### config.mk
export PLATFORM = sky130hd
export DESIGN_NAME = paged_mapper
export DESIGN_NICKNAME = d
export VERILOG_FILES = /design/src/rtl/mapper_pkg.sv /design/src/rtl/mapper_regs.sv /design/src/rtl/mapper_decode.sv /design/src/rtl/mapper_xlate.sv /design/src/rtl/paged_mapper.sv
export SDC_FILE = /design/constraint.sdc
export NUM_CORES = 1
export LEC_CHECK = 0
export BUFFER_PORTS_ARGS = -buffer_cell sky130_fd_sc_hd__clkbuf_2
export CELL_PAD_IN_SITES_DETAIL_PLACEMENT = 0
export CELL_PAD_IN_SITES_GLOBAL_PLACEMENT = 1
export CORE_ASPECT_RATIO = 1.2
export CORE_MARGIN = 1.5
export CORE_UTILIZATION = 36
export CTS_CLUSTER_SIZE = 28
export DETAILED_ROUTE_END_ITERATION = 7
export PLACE_DENSITY_LB_ADDON = 0.08
export SLEW_MARGIN = 25
export SYNTH_ARGS = -nofsm -noshare
export SYNTH_HDL_FRONTEND = slang
export SYNTH_HIERARCHICAL = 1
export SYNTH_SLANG_ARGS = --single-unit
### constraint.sdc
create_clock -name clk -period 3.1 [get_ports clk]
set_clock_uncertainty 0.1 [all_clocks]
set_input_delay 0.62 -clock clk [delete_from_list [all_inputs] [get_ports clk]]
set_output_delay 0.62 -clock clk [all_outputs]
set_load 0.02 [all_outputs]
### src/rtl/mapper_pkg.sv
package mapper_pkg;
  localparam int PAGES      = 4;
  localparam int PAGE_BITS  = 14;
  localparam int IDX_W      = $clog2(PAGES);
  localparam int CTRL_W     = 8;
  localparam int WIN_EN_BIT = 7;
  localparam int WIN_LO_BIT = 3;
  localparam int WIN_CP_BIT = 1;
  localparam logic [7:0] CTRL_OFF  = 8'h3C;
  localparam logic [7:0] CTRL_PORT = 8'h3C;
  localparam logic [5:0] SEG_PORT_HI = 6'h3F;

  typedef logic [IDX_W-1:0]  page_t;
  typedef logic [CTRL_W-1:0] ctrl_t;
endpackage

### src/rtl/mapper_regs.sv
module mapper_regs
  import mapper_pkg::*;
#(
  parameter int SEG_W = 6
) (
  input  logic                   clk,
  input  logic                   rst_n,
  input  logic                   io_seg_we,
  input  page_t                  io_idx,
  input  logic [7:0]             io_wdata,
  input  logic                   io_ctl_we,
  input  logic                   win_seg_we,
  input  logic                   win_ctl_we,
  input  page_t                  win_idx,
  input  logic [7:0]             win_wdata,
  output logic [PAGES*SEG_W-1:0] seg_flat,
  output ctrl_t                  ctrl
);
  ctrl_t ctrl_q;

  for (genvar p = 0; p < PAGES; p++) begin : g_seg
    logic [SEG_W-1:0] seg_q;
    localparam logic [SEG_W-1:0] RST_VAL = SEG_W'(PAGES - 1 - p);
    always_ff @(posedge clk) begin
      if (!rst_n) seg_q <= RST_VAL;
      else if (win_seg_we && win_idx == page_t'(p)) seg_q <= win_wdata[SEG_W-1:0];
      else if (io_seg_we && io_idx == page_t'(p)) seg_q <= io_wdata[SEG_W-1:0];
    end
    assign seg_flat[p*SEG_W +: SEG_W] = seg_q;


    io_seg_load_chk: assert property (@(posedge clk) disable iff (!rst_n)
      (io_seg_we && io_idx == page_t'(p) && !(win_seg_we && win_idx == page_t'(p)))
        |=> seg_q == $past(io_wdata[SEG_W-1:0]));

    win_seg_load_chk: assert property (@(posedge clk) disable iff (!rst_n)
      (win_seg_we && win_idx == page_t'(p)) |=> seg_q == $past(win_wdata[SEG_W-1:0]));
  end

  always_ff @(posedge clk) begin
    if (!rst_n) ctrl_q <= '0;
    else if (win_ctl_we) begin
      ctrl_q <= win_wdata;
      ctrl_q[WIN_EN_BIT] <= win_wdata[WIN_CP_BIT];
    end else if (io_ctl_we) ctrl_q[WIN_EN_BIT] <= io_wdata[WIN_EN_BIT];
  end
  assign ctrl = ctrl_q;


  io_ctl_keep_low_chk: assert property (@(posedge clk) disable iff (!rst_n)
    (io_ctl_we && !win_ctl_we) |=> ctrl_q[WIN_EN_BIT-1:0] == $past(ctrl_q[WIN_EN_BIT-1:0]));

  win_ctl_copy_chk: assert property (@(posedge clk) disable iff (!rst_n)
    win_ctl_we |=> ctrl_q[WIN_EN_BIT] == $past(win_wdata[WIN_CP_BIT]));
endmodule

### src/rtl/mapper_decode.sv
module mapper_decode
  import mapper_pkg::*;
(
  input  ctrl_t       ctrl,
  input  logic        mem_valid,
  input  logic        mem_write,
  input  logic [15:0] mem_addr,
  output page_t       page,
  output logic        win_hit,
  output logic        win_is_ctl,
  output page_t       win_idx,
  output logic        prot_drop
);
  page_t win_page;
  logic  off_seg, off_ctl;

  assign page     = mem_addr[15:14];
  assign win_page = ctrl[WIN_LO_BIT] ? page_t'(1) : page_t'(2);
  assign off_seg  = mem_addr[7:2] == SEG_PORT_HI;
  assign off_ctl  = mem_addr[7:0] == CTRL_OFF;

  always_comb begin
    win_hit = mem_valid && ctrl[WIN_EN_BIT] && (page == win_page) && (off_seg || off_ctl);
    win_is_ctl = off_ctl;
    win_idx = mem_addr[1:0];
    prot_drop = mem_valid && mem_write && !win_hit && ctrl[page];
  end
endmodule

### src/rtl/mapper_xlate.sv
module mapper_xlate
  import mapper_pkg::*;
#(
  parameter int SEG_W = 6,
  parameter int RAM_AW = 21,
  parameter logic [RAM_AW-1:0] BASE_ADDR = 'h80000
) (
  input  logic [PAGES*SEG_W-1:0] seg_flat,
  input  logic [15:0]            mem_addr,
  output logic [RAM_AW-1:0]      ram_addr
);
  localparam int LIN_W = SEG_W + PAGE_BITS;
  logic [SEG_W-1:0] seg_sel;
  logic [LIN_W-1:0] lin;

  always_comb begin
    seg_sel = seg_flat[mem_addr[15:14]*SEG_W +: SEG_W];
    lin = {seg_sel, mem_addr[PAGE_BITS-1:0]};
    ram_addr = RAM_AW'(lin) + BASE_ADDR;
  end
endmodule

### src/rtl/paged_mapper.sv
module paged_mapper
  import mapper_pkg::*;
#(
  parameter int SEG_W = 6,
  parameter int RAM_AW = 21,
  parameter logic [RAM_AW-1:0] BASE_ADDR = 'h80000
) (
  input  logic              clk,
  input  logic              rst_n,
  input  logic              io_wr,
  input  logic              io_rd,
  input  logic [7:0]        io_port,
  input  logic [7:0]        io_wdata,
  output logic [7:0]        io_rdata,
  input  logic              io_rd_en,
  input  logic              io_ctl_en,
  input  logic              mem_valid,
  output logic              mem_ready,
  input  logic              mem_write,
  input  logic [15:0]       mem_addr,
  input  logic [7:0]        mem_wdata,
  output logic [7:0]        mem_rdata,
  output logic              mem_win,
  output logic              ram_valid,
  input  logic              ram_ready,
  output logic              ram_we,
  output logic [RAM_AW-1:0] ram_addr,
  output logic [7:0]        ram_wdata
);
  logic [PAGES*SEG_W-1:0] seg_flat;
  ctrl_t ctrl;
  page_t page, win_idx;
  logic  win_hit, win_is_ctl, prot_drop;
  logic  io_seg_hit, io_seg_we, io_ctl_we, win_seg_we, win_ctl_we;
  logic [SEG_W-1:0] io_seg_sel, win_seg_sel;

  assign io_seg_hit = io_port[7:2] == SEG_PORT_HI;
  assign io_seg_we  = io_wr && io_seg_hit;
  assign io_ctl_we  = io_wr && io_ctl_en && (io_port == CTRL_PORT);
  assign win_seg_we = win_hit && mem_write && !win_is_ctl;
  assign win_ctl_we = win_hit && mem_write && win_is_ctl;

  mapper_decode u_dec (
    .ctrl(ctrl), .mem_valid(mem_valid), .mem_write(mem_write), .mem_addr(mem_addr),
    .page(page), .win_hit(win_hit), .win_is_ctl(win_is_ctl), .win_idx(win_idx),
    .prot_drop(prot_drop)
  );

  mapper_regs #(.SEG_W(SEG_W)) u_regs (
    .clk(clk), .rst_n(rst_n),
    .io_seg_we(io_seg_we), .io_idx(io_port[1:0]), .io_wdata(io_wdata),
    .io_ctl_we(io_ctl_we), .win_seg_we(win_seg_we), .win_ctl_we(win_ctl_we),
    .win_idx(win_idx), .win_wdata(mem_wdata), .seg_flat(seg_flat), .ctrl(ctrl)
  );

  mapper_xlate #(.SEG_W(SEG_W), .RAM_AW(RAM_AW), .BASE_ADDR(BASE_ADDR)) u_xl (
    .seg_flat(seg_flat), .mem_addr(mem_addr), .ram_addr(ram_addr)
  );

  always_comb begin
    io_seg_sel  = seg_flat[io_port[1:0]*SEG_W +: SEG_W];
    win_seg_sel = seg_flat[win_idx*SEG_W +: SEG_W];
    io_rdata  = (io_rd && io_rd_en && io_seg_hit) ? 8'(io_seg_sel) : 8'hFF;
    mem_win   = win_hit;
    ram_valid = mem_valid && !win_hit && !prot_drop;
    ram_we    = mem_write;
    ram_wdata = mem_wdata;
    mem_ready = win_hit || prot_drop || ram_ready;
    mem_rdata = 8'hFF;
    if (win_hit && !mem_write) mem_rdata = win_is_ctl ? ctrl : 8'(win_seg_sel);
  end


  prot_drop_chk: assert property (@(posedge clk) disable iff (!rst_n)
    (mem_valid && mem_write && ctrl[page] && !mem_win) |-> (!ram_valid && mem_ready));

  win_excl_chk: assert property (@(posedge clk) disable iff (!rst_n)
    mem_win |-> (!ram_valid && mem_ready));

  ready_follow_chk: assert property (@(posedge clk) disable iff (!rst_n)
    ram_valid |-> (mem_ready == ram_ready));

  addr_low_chk: assert property (@(posedge clk) disable iff (!rst_n)
    ram_valid |-> (ram_addr[PAGE_BITS-1:0] == mem_addr[PAGE_BITS-1:0]));
endmodule

==> impl_metrics.py <==
metrics = {
    "status": {
        "status": "complete, no violations",
    },
    "sta": {
        "fin_crit_sh_pct": 94.6,
        "max_freq_ghz": 0.341,
        "setup_tns_ns": 0,
        "slew_violations": 0,
        "fin_ws_ns": 0.166,
        "slew_headroom_pct": 63.0,
        "min_period_ns": 2.93,
        "setup_violations": 0,
        "grt_setup_unrepaired": "false",
        "whs_ns": 0.407,
        "tightest_slew_ns": 0.555,
        "hold_viol": 0,
    },
    "global_routing": {
        "grt_overflow_total": 0,
        "track_usage_pct": 19.8,
        "antenna_found_initial": 0,
        "grt_max_degree": 33,
        "grt_pass1_wl_um": 10800,
        "grt_pass1_vias": 2012,
    },
    "cts": {
        "cts_tree": "done",
        "cts_inserted_buffers": 5,
        "clk_latency_ns": 0.28,
        "cts-root-buf": "clkbuf_8",
        "cts_max_path_buffers": 2,
        "cts_htree_levels": 2,
        "cts.sinks": 32,
        "cts_resized": 0,
        "postCtsHoldBufs": 0,
        "cts_setup_buffers": 0,
        "cts.clk_slew.worst_paths_ns": 0.06,
    },
    "die": {
        "io_pins": 98,
        "die_x_um": 77.6,
        "die-area_um2": 7190,
        "initial_core_util_pct": 37.3,
        "fp.dieH_um": 92.6,
        "fp-row-count": 32,
        "core-area_um2": 6450,
    },
    "detailed_routing": {
        "drc_errors": 0,
        "drt_iter0_drc": 112,
        "drt-total-wl_um": 7090,
        "drtAntennaViolNets": 0,
        "dr.pass1.iters": 4,
        "viasPerCell": 5.39,
        "vias": 2157,
        "wl_per_cell_um": 17.7,
    },
    "cells_and_area": {
        "antenna-diode-count": 0,
        "drive_above_1_share_pct": 38.1,
        "final_cell_mix": "clkbuf_2, dfxtp_1, o21ai_0",
        "fin_nets": 364,
        "area_delta_synth_final_pct": 16.7,
        "final_common_cell": "clkbuf_2",
        "layout.cells.non_filler": 400,
    },
    "placement": {
        "dp_cells": 393,
        "place_congestion": 0.769,
        "io_buffers": 82,
        "dpl.hpwl_um": 5260,
        "dp_slack_ns": 0.151,
    },
    "setup_path": {
        "cp_max_fo": 8,
        "r2r-end": "u_regs/g_seg[0].seg_q[5]",
        "max_stage_delay_ns": 0.54,
        "crit_top_cell": "clkbuf_2",
        "r2r_cells": 8,
        "worst_ep_arrival_time_ns": 2.21,
        "crit_chain": "clkbuf_2, or4_4, nand2_2, and3_1, nand2b_1, a211o_1, clkbuf_2",
        "worstSetupPathType": "in -> out",
        "slowest_stage": "or4_4",
        "required_ns": 2.38,
        "r2r_slack_ns": 0.83,
        "critPathLaunchType": "input port",
        "worstReg2RegStart": "u_regs/ctrl[3]",
        "end_kind": "output port",
    },
    "worst_hold_path": {
        "min-delay-start": "u_regs/ctrl[1]",
        "hold_class": "reg -> reg",
        "hold_depth": 2,
        "min_to": "u_regs/ctrl[1]",
    },
    "yosys": {
        "yosysWarnings": 6,
        "syn-mean-instance-area_um2": 9.40,
        "synthCells": 256,
        "synthesis.nets": 305,
        "synth_area_um2": 2410,
    },
    "pwr": {
        "p_per_area_nw_per_um2": 303,
        "vdd_ir_drop_max_mv": 0.232,
        "p_leak_nw": 1.21,
    },
    "job": {
        "maxCapViolations": 0,
    },
}
==> worst max-delay path, delay by kind of cell <==
family                 cells  cell delay [ns]
AOI/OAI and AO/OA          1             0.29
and+or+nand+nor            4             1.05
buffers and inverters      2             0.25
==> per-layer routing <==
layer	wire length (um)	up-vias	share of wire, %	global-route usage (%)
met5	0	-	0	0
li1	-	1060	-	-
met3	379	7	5.3	3.25
met2	3450	86	49	34.2
met1	3140	1004	44	25.0
met4	117	0	1.7	6.36
==> stage by stage <==
step	util, %	total power [W]	instance area [um^2]
after floorplan	-	0.000517	2410
after global placement	42.4	0.000555	2730
after detailed placement	42.4	0.000556	2730
after CTS	43.6	0.000860	2810
after global routing	43.6	0.000886	2810
final	43.6	0.000851	2810
==> power by group <==
group	leakage (nW)	total [W]	internal (W)	switching (W)
combinational	0.910	0.000132	0.0000534	0.0000790
clock	0.0410	0.000307	0.000153	0.000154
sequential	0.258	0.000412	0.000411	0.000000433
==> worst max path at each step <==
stage / startpoint / to / cells after the start
floorplan: mem_addr[7] / u_regs/g_seg[0].seg_q[2] / 9
global placement: mem_addr[7] / mem_rdata[4] / 7
detailed placement: mem_addr[7] / mem_rdata[5] / 7
CTS: mem_addr[7] / mem_rdata[1] / 7
global route: mem_addr[7] / mem_rdata[5] / 7
finish: mem_addr[7] / mem_rdata[3] / 7
==> sequential cells by signal, indices dropped and copies added, names as in the netlist <==
| register | cells |
|---|---|
| u_regs/g_seg.seg_q | 24 |
| u_regs/ctrl | 8 |
==> layout make-up <==
type                            instances  area (um^2)
Fill cell                             673         3640
Multi-Input combinational cell        178         1470
Sequential cell                        32          641
Timing Repair Buffer                   95          508
Tap cell                               85          106
Clock buffer                            6         72.6
Inverter                                3         11.3
Clock inverter                          1         5.00
Note: power is estimated with default switching activity, not from simulation.
